==> config.mk <==
export PLATFORM = sky130hd
export DESIGN_NAME = tdc_cal_ctrl
export DESIGN_NICKNAME = d
export VERILOG_FILES = /design/src/rtl/tdc_cal_pkg.sv /design/src/rtl/tdc_therm_decode.sv /design/src/rtl/tdc_code_map.sv /design/src/rtl/tdc_div_pick.sv /design/src/rtl/tdc_cal_ctrl.sv
export SDC_FILE = /design/constraint.sdc
export NUM_CORES = 1
export LEC_CHECK = 0
export CORE_ASPECT_RATIO = 0.5
export CORE_MARGIN = 2
export CORE_UTILIZATION = 45
export CTS_CLUSTER_DIAMETER = 30
export DETAILED_ROUTE_END_ITERATION = 16
export GPL_ROUTABILITY_DRIVEN = 0
export HOLD_SLACK_MARGIN = 0.08
export PLACE_DENSITY = 0.92
export SYNTH_ARGS = -nofsm -noshare
export SYNTH_HDL_FRONTEND = slang
export SYNTH_HIERARCHICAL = 1
export SYNTH_SLANG_ARGS = --single-unit
==> constraint.sdc <==
create_clock -name clk -period 3.45 [get_ports clk]
set_clock_uncertainty 0.05 [all_clocks]
set_input_delay 1.035 -clock clk [delete_from_list [all_inputs] [get_ports clk]]
set_output_delay 1.035 -clock clk [all_outputs]
set_load 0.01 [all_outputs]
==> src/rtl/tdc_cal_pkg.sv <==
package tdc_cal_pkg;
   typedef enum logic [1:0] {
      CAL_MEAS  = 2'd0,
      CAL_LOCKW = 2'd1,
      CAL_DONE  = 2'd2
   } cal_state_e;

   localparam int DEC_FIRST_ZERO = 0;
   localparam int DEC_POPCOUNT   = 1;
endpackage

==> src/rtl/tdc_therm_decode.sv <==
module tdc_therm_decode #(
   parameter int TDC_W    = 16,
   parameter int DEC_MODE = 0,
   localparam int CNT_W   = $clog2(TDC_W + 1)
) (
   input  logic [TDC_W-1:0] therm,
   output logic [CNT_W-1:0] count
);
   generate
      if (DEC_MODE == tdc_cal_pkg::DEC_FIRST_ZERO) begin : g_first_zero
         always_comb begin
            count = CNT_W'(TDC_W);
            for (int i = TDC_W - 1; i >= 0; i--) begin
               if (!therm[i]) count = CNT_W'(i);
            end
         end
      end else begin : g_popcount
         always_comb begin
            count = '0;
            for (int i = 0; i < TDC_W; i++) begin
               count = count + CNT_W'(therm[i]);
            end
         end
      end
   endgenerate
endmodule

==> src/rtl/tdc_code_map.sv <==
module tdc_code_map #(
   parameter int TDC_W  = 16,
   parameter int CODE_W = 5,
   localparam int CNT_W = $clog2(TDC_W + 1),
   localparam int LUT_N = TDC_W + 1
) (
   input  logic [CNT_W-1:0]        count,
   input  logic [LUT_N*CODE_W-1:0] lut_flat,
   input  logic [CNT_W-1:0]        rate_thr,
   output logic [CODE_W-1:0]       code,
   output logic                    fast
);
   logic [CODE_W-1:0] entry [LUT_N];

   generate
      for (genvar e = 0; e < LUT_N; e++) begin : g_entry
         assign entry[e] = lut_flat[e*CODE_W +: CODE_W];
      end
   endgenerate

   always_comb begin
      code = entry[0];
      for (int e = 0; e < LUT_N; e++) begin
         if (count == CNT_W'(e)) code = entry[e];
      end
   end

   // Short period (few stages) means high rate: pick the low-jitter line.
   assign fast = (count < rate_thr);
endmodule

==> src/rtl/tdc_div_pick.sv <==
module tdc_div_pick #(
   parameter int LOOP_W = 8,
   parameter int NBRK   = 3,
   localparam int DIV_W = $clog2(NBRK + 1)
) (
   input  logic [LOOP_W-1:0]      loop_dly,
   input  logic [NBRK*LOOP_W-1:0] brk_flat,
   output logic [DIV_W-1:0]       div_log2
);
   logic [NBRK-1:0] meets;

   generate
      for (genvar k = 0; k < NBRK; k++) begin : g_brk
         assign meets[k] = (loop_dly >= brk_flat[k*LOOP_W +: LOOP_W]);
      end
   endgenerate

   always_comb begin
      div_log2 = '0;
      for (int k = 0; k < NBRK; k++) begin
         div_log2 = div_log2 + DIV_W'(meets[k]);
      end
   end
endmodule

==> src/rtl/tdc_cal_ctrl.sv <==
module tdc_cal_ctrl #(
   parameter int TDC_W      = 16,
   parameter int CODE_W     = 5,
   parameter int LOOP_W     = 8,
   parameter int NBRK       = 3,
   parameter int LOCK_LIMIT = 500,
   parameter int DEF_CODE   = 8,
   parameter int DEC_MODE   = 0,
   localparam int CNT_W     = $clog2(TDC_W + 1),
   localparam int LUT_N     = TDC_W + 1,
   localparam int DIV_W     = $clog2(NBRK + 1),
   localparam int LCK_W     = $clog2(LOCK_LIMIT + 1)
) (
   input  logic                    clk,
   input  logic                    rst_n,
   input  logic                    recal_req,
   input  logic                    tdc_valid,
   input  logic [TDC_W-1:0]        tdc_therm,
   input  logic [LUT_N*CODE_W-1:0] lut_flat,
   input  logic [CNT_W-1:0]        rate_thr,
   input  logic                    lock_done,
   input  logic [LOOP_W-1:0]       loop_dly,
   input  logic [NBRK*LOOP_W-1:0]  brk_flat,
   output logic [CODE_W-1:0]       dly_code,
   output logic                    fast_path,
   output logic [DIV_W-1:0]        div_log2,
   output logic                    cal_done,
   output logic                    lock_late
);
   import tdc_cal_pkg::*;

   generate
      if (TDC_W < 2) begin : g_bad_tdc
         $error("TDC_W must be at least 2");
      end
      if (NBRK < 1) begin : g_bad_brk
         $error("NBRK must be at least 1");
      end
      if (LOCK_LIMIT < 2) begin : g_bad_lock
         $error("LOCK_LIMIT must be at least 2");
      end
      if (DEF_CODE < 0 || DEF_CODE >= (1 << CODE_W)) begin : g_bad_def
         $error("DEF_CODE must fit in CODE_W bits");
      end
      if (DEC_MODE != DEC_FIRST_ZERO && DEC_MODE != DEC_POPCOUNT) begin : g_bad_mode
         $error("DEC_MODE must select a known decoder");
      end
   endgenerate

   cal_state_e          state;
   logic [LCK_W-1:0]    wait_cnt;
   logic [CNT_W-1:0]    stage_cnt;
   logic [CODE_W-1:0]   map_code;
   logic                map_fast;
   logic [DIV_W-1:0]    pick_div;

   tdc_therm_decode #(
      .TDC_W   (TDC_W),
      .DEC_MODE(DEC_MODE)
   ) i_decode (
      .therm(tdc_therm),
      .count(stage_cnt)
   );

   tdc_code_map #(
      .TDC_W (TDC_W),
      .CODE_W(CODE_W)
   ) i_map (
      .count   (stage_cnt),
      .lut_flat(lut_flat),
      .rate_thr(rate_thr),
      .code    (map_code),
      .fast    (map_fast)
   );

   tdc_div_pick #(
      .LOOP_W(LOOP_W),
      .NBRK  (NBRK)
   ) i_div (
      .loop_dly(loop_dly),
      .brk_flat(brk_flat),
      .div_log2(pick_div)
   );

   always_ff @(posedge clk or negedge rst_n) begin
      if (!rst_n) begin
         state     <= CAL_MEAS;
         wait_cnt  <= '0;
         dly_code  <= CODE_W'(DEF_CODE);
         fast_path <= 1'b0;
         div_log2  <= '0;
         cal_done  <= 1'b0;
         lock_late <= 1'b0;
      end else if (recal_req) begin
         state     <= CAL_MEAS;
         wait_cnt  <= '0;
         cal_done  <= 1'b0;
         lock_late <= 1'b0;
      end else begin
         case (state)
            CAL_MEAS: begin
               if (tdc_valid) begin
                  dly_code  <= map_code;
                  fast_path <= map_fast;
                  wait_cnt  <= '0;
                  state     <= CAL_LOCKW;
               end
            end
            CAL_LOCKW: begin
               if (lock_done) begin
                  div_log2 <= pick_div;
                  cal_done <= 1'b1;
                  state    <= CAL_DONE;
               end else begin
                  if (wait_cnt < LCK_W'(LOCK_LIMIT)) wait_cnt <= wait_cnt + 1'b1;
                  if (wait_cnt == LCK_W'(LOCK_LIMIT - 1)) lock_late <= 1'b1;
               end
            end
            default: begin
               state <= CAL_DONE;
            end
         endcase
      end
   end
endmodule

==> flow_metrics.env, run 1 <==
export IMPL_die_y_um=63.4
export IMPL_final_net_count=787
export IMPL_grtUsageMet1_pct=37.1
export IMPL_crit_path_max_fanout=8
export IMPL_grt_pass1_wl_um=19200
export IMPL_drt_wl_total_um=12800
export IMPL_grt_max_degree=22
export IMPL_tightestPinTransition_ns=0.593
export IMPL_clk_latency_ns=0.25
export IMPL_core_sq_mm=0.00675
export IMPL_start_util_pct=47.0
export IMPL_yosysTopAreaCell="dfrtp_1"
export IMPL_synth_async_reset_ratio_pct=100
export IMPL_place_area_sq_mm=0.00507
export IMPL_synth_top_cell_area_share_pct=15.8
export IMPL_syn_to_final_growth_pct=70.1
export IMPL_regToRegSetupSlack_ns=1.75
export IMPL_avgSynthCellArea_sq_um=7.66
export IMPL_antennaDiodeCount=0
export IMPL_synth_most_common_cell="inv_1"
export IMPL_synth_edf_count=0
export IMPL_slowest_stage="or3_4"
export IMPL_startpoint="tdc_therm[0]"
export IMPL_ys_ff_latch=21
export IMPL_clock_path_buffers=2
export IMPL_relSlewSlack_pct=60.4
export IMPL_syn_inst=414
export IMPL_ys_top_cells_by_area="dfrtp_1, ha_1, inv_1"
export IMPL_powerDensity_mw_per_mm2=210
export IMPL_crit_arrival_ns=3.56
export IMPL_critPathMaxStageDelay_ns=0.42
export IMPL_cp_end_kind="register"
export IMPL_dieArea_sq_mm=0.00777
export IMPL_tns_ns=0
export IMPL_clkSinkCount=21
export IMPL_fmax_mhz=291
export IMPL_cap_violations=0
export IMPL_ff2ff_path_depth=4
export IMPL_final_antenna_net_count=0
export IMPL_fin_area_sq_mm=0.00539
export IMPL_critPathCapture="dly_code[3]$_DFFE_PN1P_"
export IMPL_whs_path_depth=2
export IMPL_vias=4290
export IMPL_io_pins=153
export IMPL_min_period_ns=3.43
export IMPL_std_cell_rows=21
export IMPL_yosys_warnings=6
export IMPL_final_cells=705
export IMPL_dp_hpwl_um=9390
export IMPL_required_ns=3.58
export IMPL_dieWidth_um=123
export IMPL_track_usage_pct=30.8
export IMPL_hold_buffers=0
export IMPL_ys_types=66
export IMPL_viasPerCell=6.09
export IMPL_htree_levels=1
export IMPL_dpl_worst_slack_ns=-0.548
export IMPL_cts_tree="done"
export IMPL_reg2reg_from="state[1]$_DFFE_PN0P_"
export IMPL_cts_buffers=3
export IMPL_vdd_drop_max_v=0.000180
export IMPL_reg2reg_to="div_log2[1]$_DFFE_PN0P_"
export IMPL_n_fill_cell=407
export IMPL_slew_viol_final=0
export IMPL_numPortBuffers=152
export IMPL_gr_usage_met2_pct=54.3
export IMPL_seq_area_frac_synth_pct=16.6
export IMPL_status="finished clean"
export IMPL_synth_area_sq_mm=0.00317
export IMPL_grt_met3_usage_pct=4.17
export IMPL_post_route_period_util_pct=99.4
export IMPL_drt_initial_drc_count=375
export IMPL_wire_per_inst_um=18.2
export IMPL_crit_path_start_kind="input pin"
export IMPL_worstSetupPathType="input pin to register"
export IMPL_cpMostUsedCell="buf_4"
export IMPL_hp_class="register to register"
export IMPL_power_leakage_nw=2.46
export IMPL_ys_flop_type="dfrtp_1"
export IMPL_drc=0
export IMPL_antenna_found_initial=0
export IMPL_grt_overflow=0
export IMPL_grt_pass1_vias=4255
export IMPL_setup_viol=0
export IMPL_root_buffer="clkbuf_16"
export IMPL_worst_slack_ns=0.0191
export IMPL_p_total_mw=1.13
export IMPL_firstDrtPassIters=5
export IMPL_hold_viol=0
export IMPL_synth_net_count=587
export IMPL_layout_drive_gt1_share_pct=23.8
export IMPL_ys_top_cells_by_count="inv_1, nor2_1, ha_1"
export IMPL_placed_cells=686
export IMPL_path_cells="dlygate4sd2_1, nand2_2, or3_4, nor3_2, buf_4, buf_4, or4b_4, o32ai_1, a222oi_1, o21a_1, o21ai_1, mux2_2"
export IMPL_clk_pin_slew_ns=0.05
export IMPL_grt_most_used_layer="met2"
registers in the layout, summed over array words and instances (netlist names):
register   flops
state          2
dly_code       5
lock_late      1
cal_done       1
fast_path      1
div_log2       2
wait_cnt       9
routing by layer:
metal	vias up	share of wire (%)
met3	66	11
met5	-	0
met2	322	48
met4	0	4.8
li1	1934	-
met1	1968	36
cell usage in the layout (no fill, tap or decap), drive strengths merged, types with 3 or more instances in the layout:
master | synthesis | final
clkdlybuf4s50 | 0 | 136
buf | 23 | 73
inv | 43 | 43
nor2 | 31 | 31
ha | 29 | 29
nand2 | 25 | 25
dfrtp | 20 | 20
nor3 | 20 | 20
o21ai | 19 | 19
a21oi | 18 | 18
nand3 | 17 | 17
nand2b | 15 | 15
a21o | 13 | 13
a31oi | 13 | 13
clkbuf | 2 | 10
nor2b | 9 | 9
mux2 | 8 | 8
nor3b | 8 | 8
o32ai | 8 | 8
and3 | 8 | 8
a221oi | 6 | 6
mux2i | 5 | 5
nand4 | 5 | 5
o221ai | 5 | 5
a22o | 5 | 5
or3 | 5 | 5
a311oi | 4 | 4
or2 | 4 | 4
o22ai | 3 | 3
o21a | 3 | 3
or3b | 3 | 3
o31ai | 3 | 3
o22a | 3 | 3
dlygate4sd2 | 0 | 3
or4b | 3 | 3
worst max-delay path: cells and delay by family:
kind / cells / cell delay [ns]
compound gates: 4 / 0.81
buf+inv: 3 / 0.62
mux: 1 / 0.27
simple gates: 4 / 0.82
power by group:
part | switching (mW) | internal [mW] | leakage, nW | total [mW]
registers | 0.0213 | 0.283 | 0.270 | 0.305
clock network | 0.0843 | 0.157 | 0.0382 | 0.242
logic | 0.241 | 0.346 | 2.16 | 0.587
layout make-up:
type | instances | area, sq um | area share [%]
multi-input cells | 325 | 2510 | 46.6
repair buffers | 220 | 2000 | 37.0
flip-flops and latches | 21 | 527 | 9.77
inverters | 43 | 161 | 2.99
well taps | 92 | 115 | 2.13
clock buffers | 4 | 78.8 | 1.46
per-stage QoR:
step           hold WS [ns]  utilization [%]
4_1_cts               0.449             78.7
5_1_grt               0.469             79.9
6_report              0.442             79.9
3_5_place_dp          0.436             75.1
3_3_place_gp          0.430             75.1
2_1_floorplan         0.408                -
repair_timing:
item                                    CTS  global route
setup buffers                            11             4
resized for setup                        49            45
pin swaps                                20            20
endpoints found under the setup margin    5             5
logic make-up after synthesis:
kind of cell | share of synthesized area (%)
muxes | 5.13
AOI/OAI and AO/OA | 28.3
DFF | 16.6
adders and majority gates | 12.1
buffers and inverters | 9.98
and+or+nand+nor | 27.6
xor gates and xnor gates | 0.276
worst min path at each step:
stage | start | to | slack, ns
6_report | cal_done$_DFFE_PN0P_ | cal_done$_DFFE_PN0P_ | 0.44
5_1_grt | cal_done$_DFFE_PN0P_ | cal_done$_DFFE_PN0P_ | 0.47
4_1_cts | cal_done$_DFFE_PN0P_ | cal_done$_DFFE_PN0P_ | 0.45
3_5_place_dp | lock_late$_DFFE_PN0P_ | lock_late$_DFFE_PN0P_ | 0.44
3_3_place_gp | wait_cnt[6]$_DFFE_PN0P_ | wait_cnt[6]$_DFFE_PN0P_ | 0.43
2_1_floorplan | wait_cnt[6]$_DFFE_PN0P_ | wait_cnt[6]$_DFFE_PN0P_ | 0.41
Note: power is estimated with default switching activity, not from simulation.
==> run 2, diff against run 1 <==
--- a/config.mk
+++ b/config.mk
@@ -6,7 +6,6 @@
 export NUM_CORES = 1
 export LEC_CHECK = 0
 export CORE_ASPECT_RATIO = 0.5
-export CORE_MARGIN = 2
 export CORE_UTILIZATION = 45
 export CTS_CLUSTER_DIAMETER = 30
 export DETAILED_ROUTE_END_ITERATION = 16
==> run 2 against run 1 <==
- critical path type unchanged
- sequential share of layout area increased by 0.24 points
- highest routed layer unchanged
- sequential cell count is the same
- routed wire length is 9.9% lower
- via count decreased by 5.4%
- register-to-register slack about the same
- critical endpoint is now dly_code[1]$_DFFE_PN0P_
==> flow_metrics.env, run 2 (synthesis results as in run 1) <==
export IMPL_power_leakage_nw=2.39
export IMPL_crit_path_start_kind="input pin"
export IMPL_syn_to_final_growth_pct=66.0
export IMPL_regToRegSetupSlack_ns=1.74
export IMPL_htree_levels=1
export IMPL_dieArea_sq_mm=0.00741
export IMPL_cts_tree="done"
export IMPL_hp_class="register to register"
export IMPL_final_net_count=776
export IMPL_drt_initial_drc_count=305
export IMPL_clk_pin_slew_ns=0.05
export IMPL_hold_buffers=0
export IMPL_vias=4060
export IMPL_crit_arrival_ns=3.52
export IMPL_grt_overflow=0
export IMPL_status="finished clean"
export IMPL_cp_end_kind="register"
export IMPL_antenna_found_initial=0
export IMPL_dpl_worst_slack_ns=-0.549
export IMPL_io_pins=153
export IMPL_grt_pass1_vias=3898
export IMPL_wire_per_inst_um=16.7
export IMPL_worstSetupPathType="input pin to register"
export IMPL_drc=0
export IMPL_std_cell_rows=21
export IMPL_drt_wl_total_um=11600
export IMPL_vdd_drop_max_v=0.000195
export IMPL_layout_drive_gt1_share_pct=20.8
export IMPL_final_util_pct=77.9
export IMPL_hold_viol=0
export IMPL_cap_violations=0
export IMPL_setup_viol=0
export IMPL_slew_viol_final=0
export IMPL_numPortBuffers=152
export IMPL_dp_hpwl_um=8840
export IMPL_final_antenna_net_count=0
export IMPL_root_buffer="clkbuf_16"
export IMPL_clk_latency_ns=0.25
export IMPL_path_cells="dlygate4sd2_1, nand4_1, buf_4, nor3_2, buf_4, buf_4, buf_4, or3_4, a311oi_2, o31ai_2, a22o_1, mux2_4"
export IMPL_clkSinkCount=21
export IMPL_min_period_ns=3.43
export IMPL_fmax_mhz=292
export IMPL_largest_reg_flops=9
export IMPL_firstDrtPassIters=5
export IMPL_powerDensity_mw_per_mm2=213
export IMPL_die_y_um=61.4
export IMPL_cpMostUsedCell="buf_4"
export IMPL_start_util_pct=47.0
export IMPL_top_register="wait_cnt"
export IMPL_cts_buffers=3
export IMPL_grt_pass1_wl_um=17400
export IMPL_dieWidth_um=121
export IMPL_slowest_stage="or3_4"
export IMPL_required_ns=3.54
export IMPL_post_route_period_util_pct=99.4
export IMPL_whs_ns=0.456
export IMPL_relSlewSlack_pct=62.3
export IMPL_reg_top3="wait_cnt x9, dly_code x5"
export IMPL_worst_slack_ns=0.0199
export IMPL_final_common_cell="clkdlybuf4s50_1"
export IMPL_track_usage_pct=29.9
export IMPL_antennaDiodeCount=0
export IMPL_worst_path_buf_inv=5
export IMPL_final_cell_mix="clkdlybuf4s50_1, buf_4, inv_1"
export IMPL_clock_path_buffers=2
export IMPL_core_sq_mm=0.00675
export IMPL_grt_max_degree=22
export IMPL_critPathMaxStageDelay_ns=0.41
export IMPL_crit_family="buffers and inverters"
export IMPL_crit_path_max_fanout=6
export IMPL_p_total_mw=1.12
export IMPL_tightestPinTransition_ns=0.563
export IMPL_viasPerCell=5.85
run 2: changes by cell type in the layout (fill, tap and decap cells not counted), moves of 2 or more:
cell             delta
clkbuf_2            +2
buf_4              -14
clkdlybuf4s15_1     +3
a32o_2              -2
o21ai_1             -2
o21ai_0             +2
clkdlybuf4s15_2     -2
a32o_1              +2
run 2: layout make-up:
type	instances	area (sq um)
clock buffers	4	78.8
multi-input cells	326	2480
inverters	43	161
well taps	92	115
repair buffers	208	1900
flip-flops and latches	21	527
fillers	460	1490
run 2: path summary, 6_finish.rpt:
path	from	end	cells past startpoint
worst max-delay path	tdc_therm[8]	dly_code[1]$_DFFE_PN0P_	12
worst min-delay path	dly_code[4]$_DFFE_PN0P_	dly_code[4]$_DFFE_PN0P_	1
worst max register to register	state[1]$_DFFE_PN0P_	div_log2[1]$_DFFE_PN0P_	4
worst min register to register	dly_code[4]$_DFFE_PN0P_	dly_code[4]$_DFFE_PN0P_	1
max in group asynchronous	rst_n	dly_code[3]$_DFFE_PN1P_	2
min in group asynchronous	rst_n	wait_cnt[2]$_DFFE_PN0P_	2
run 2: per-stage QoR:
step	instances	cell area [sq um]	setup TNS, ns
3_3_place_gp	677	4990	-2.05
5_1_grt	694	5260	-0.0878
3_5_place_dp	677	4990	-2.58
4_1_cts	694	5230	0
6_report	694	5260	0
2_1_floorplan	414	3170	0
run 2: repair_timing:
action	in CTS	in global routing
gates resized for setup	39	35
endpoints found under the setup margin	5	5
endpoints found under the hold margin	0	0
gates cloned	1	0
buffers inserted	12	0
pin swaps	13	13
run 2: report_power, final:
group / internal (mW) / leakage (nW) / switching, mW / total, mW
combinational: 0.338 / 2.08 / 0.234 / 0.572
sequential: 0.283 / 0.270 / 0.0211 / 0.304
clock: 0.157 / 0.0382 / 0.0856 / 0.243
total: 0.779 / 2.39 / 0.340 / 1.12
run 2: layer usage:
| metal | part of all wire [%] | global-route usage (%) |
|---|---|---|
| met1 | 38 | 33.7 |
| met2 | 48 | 54.4 |
| met3 | 9.5 | 6.85 |
| met4 | 4.5 | 17.5 |
| met5 | 0 | 0 |
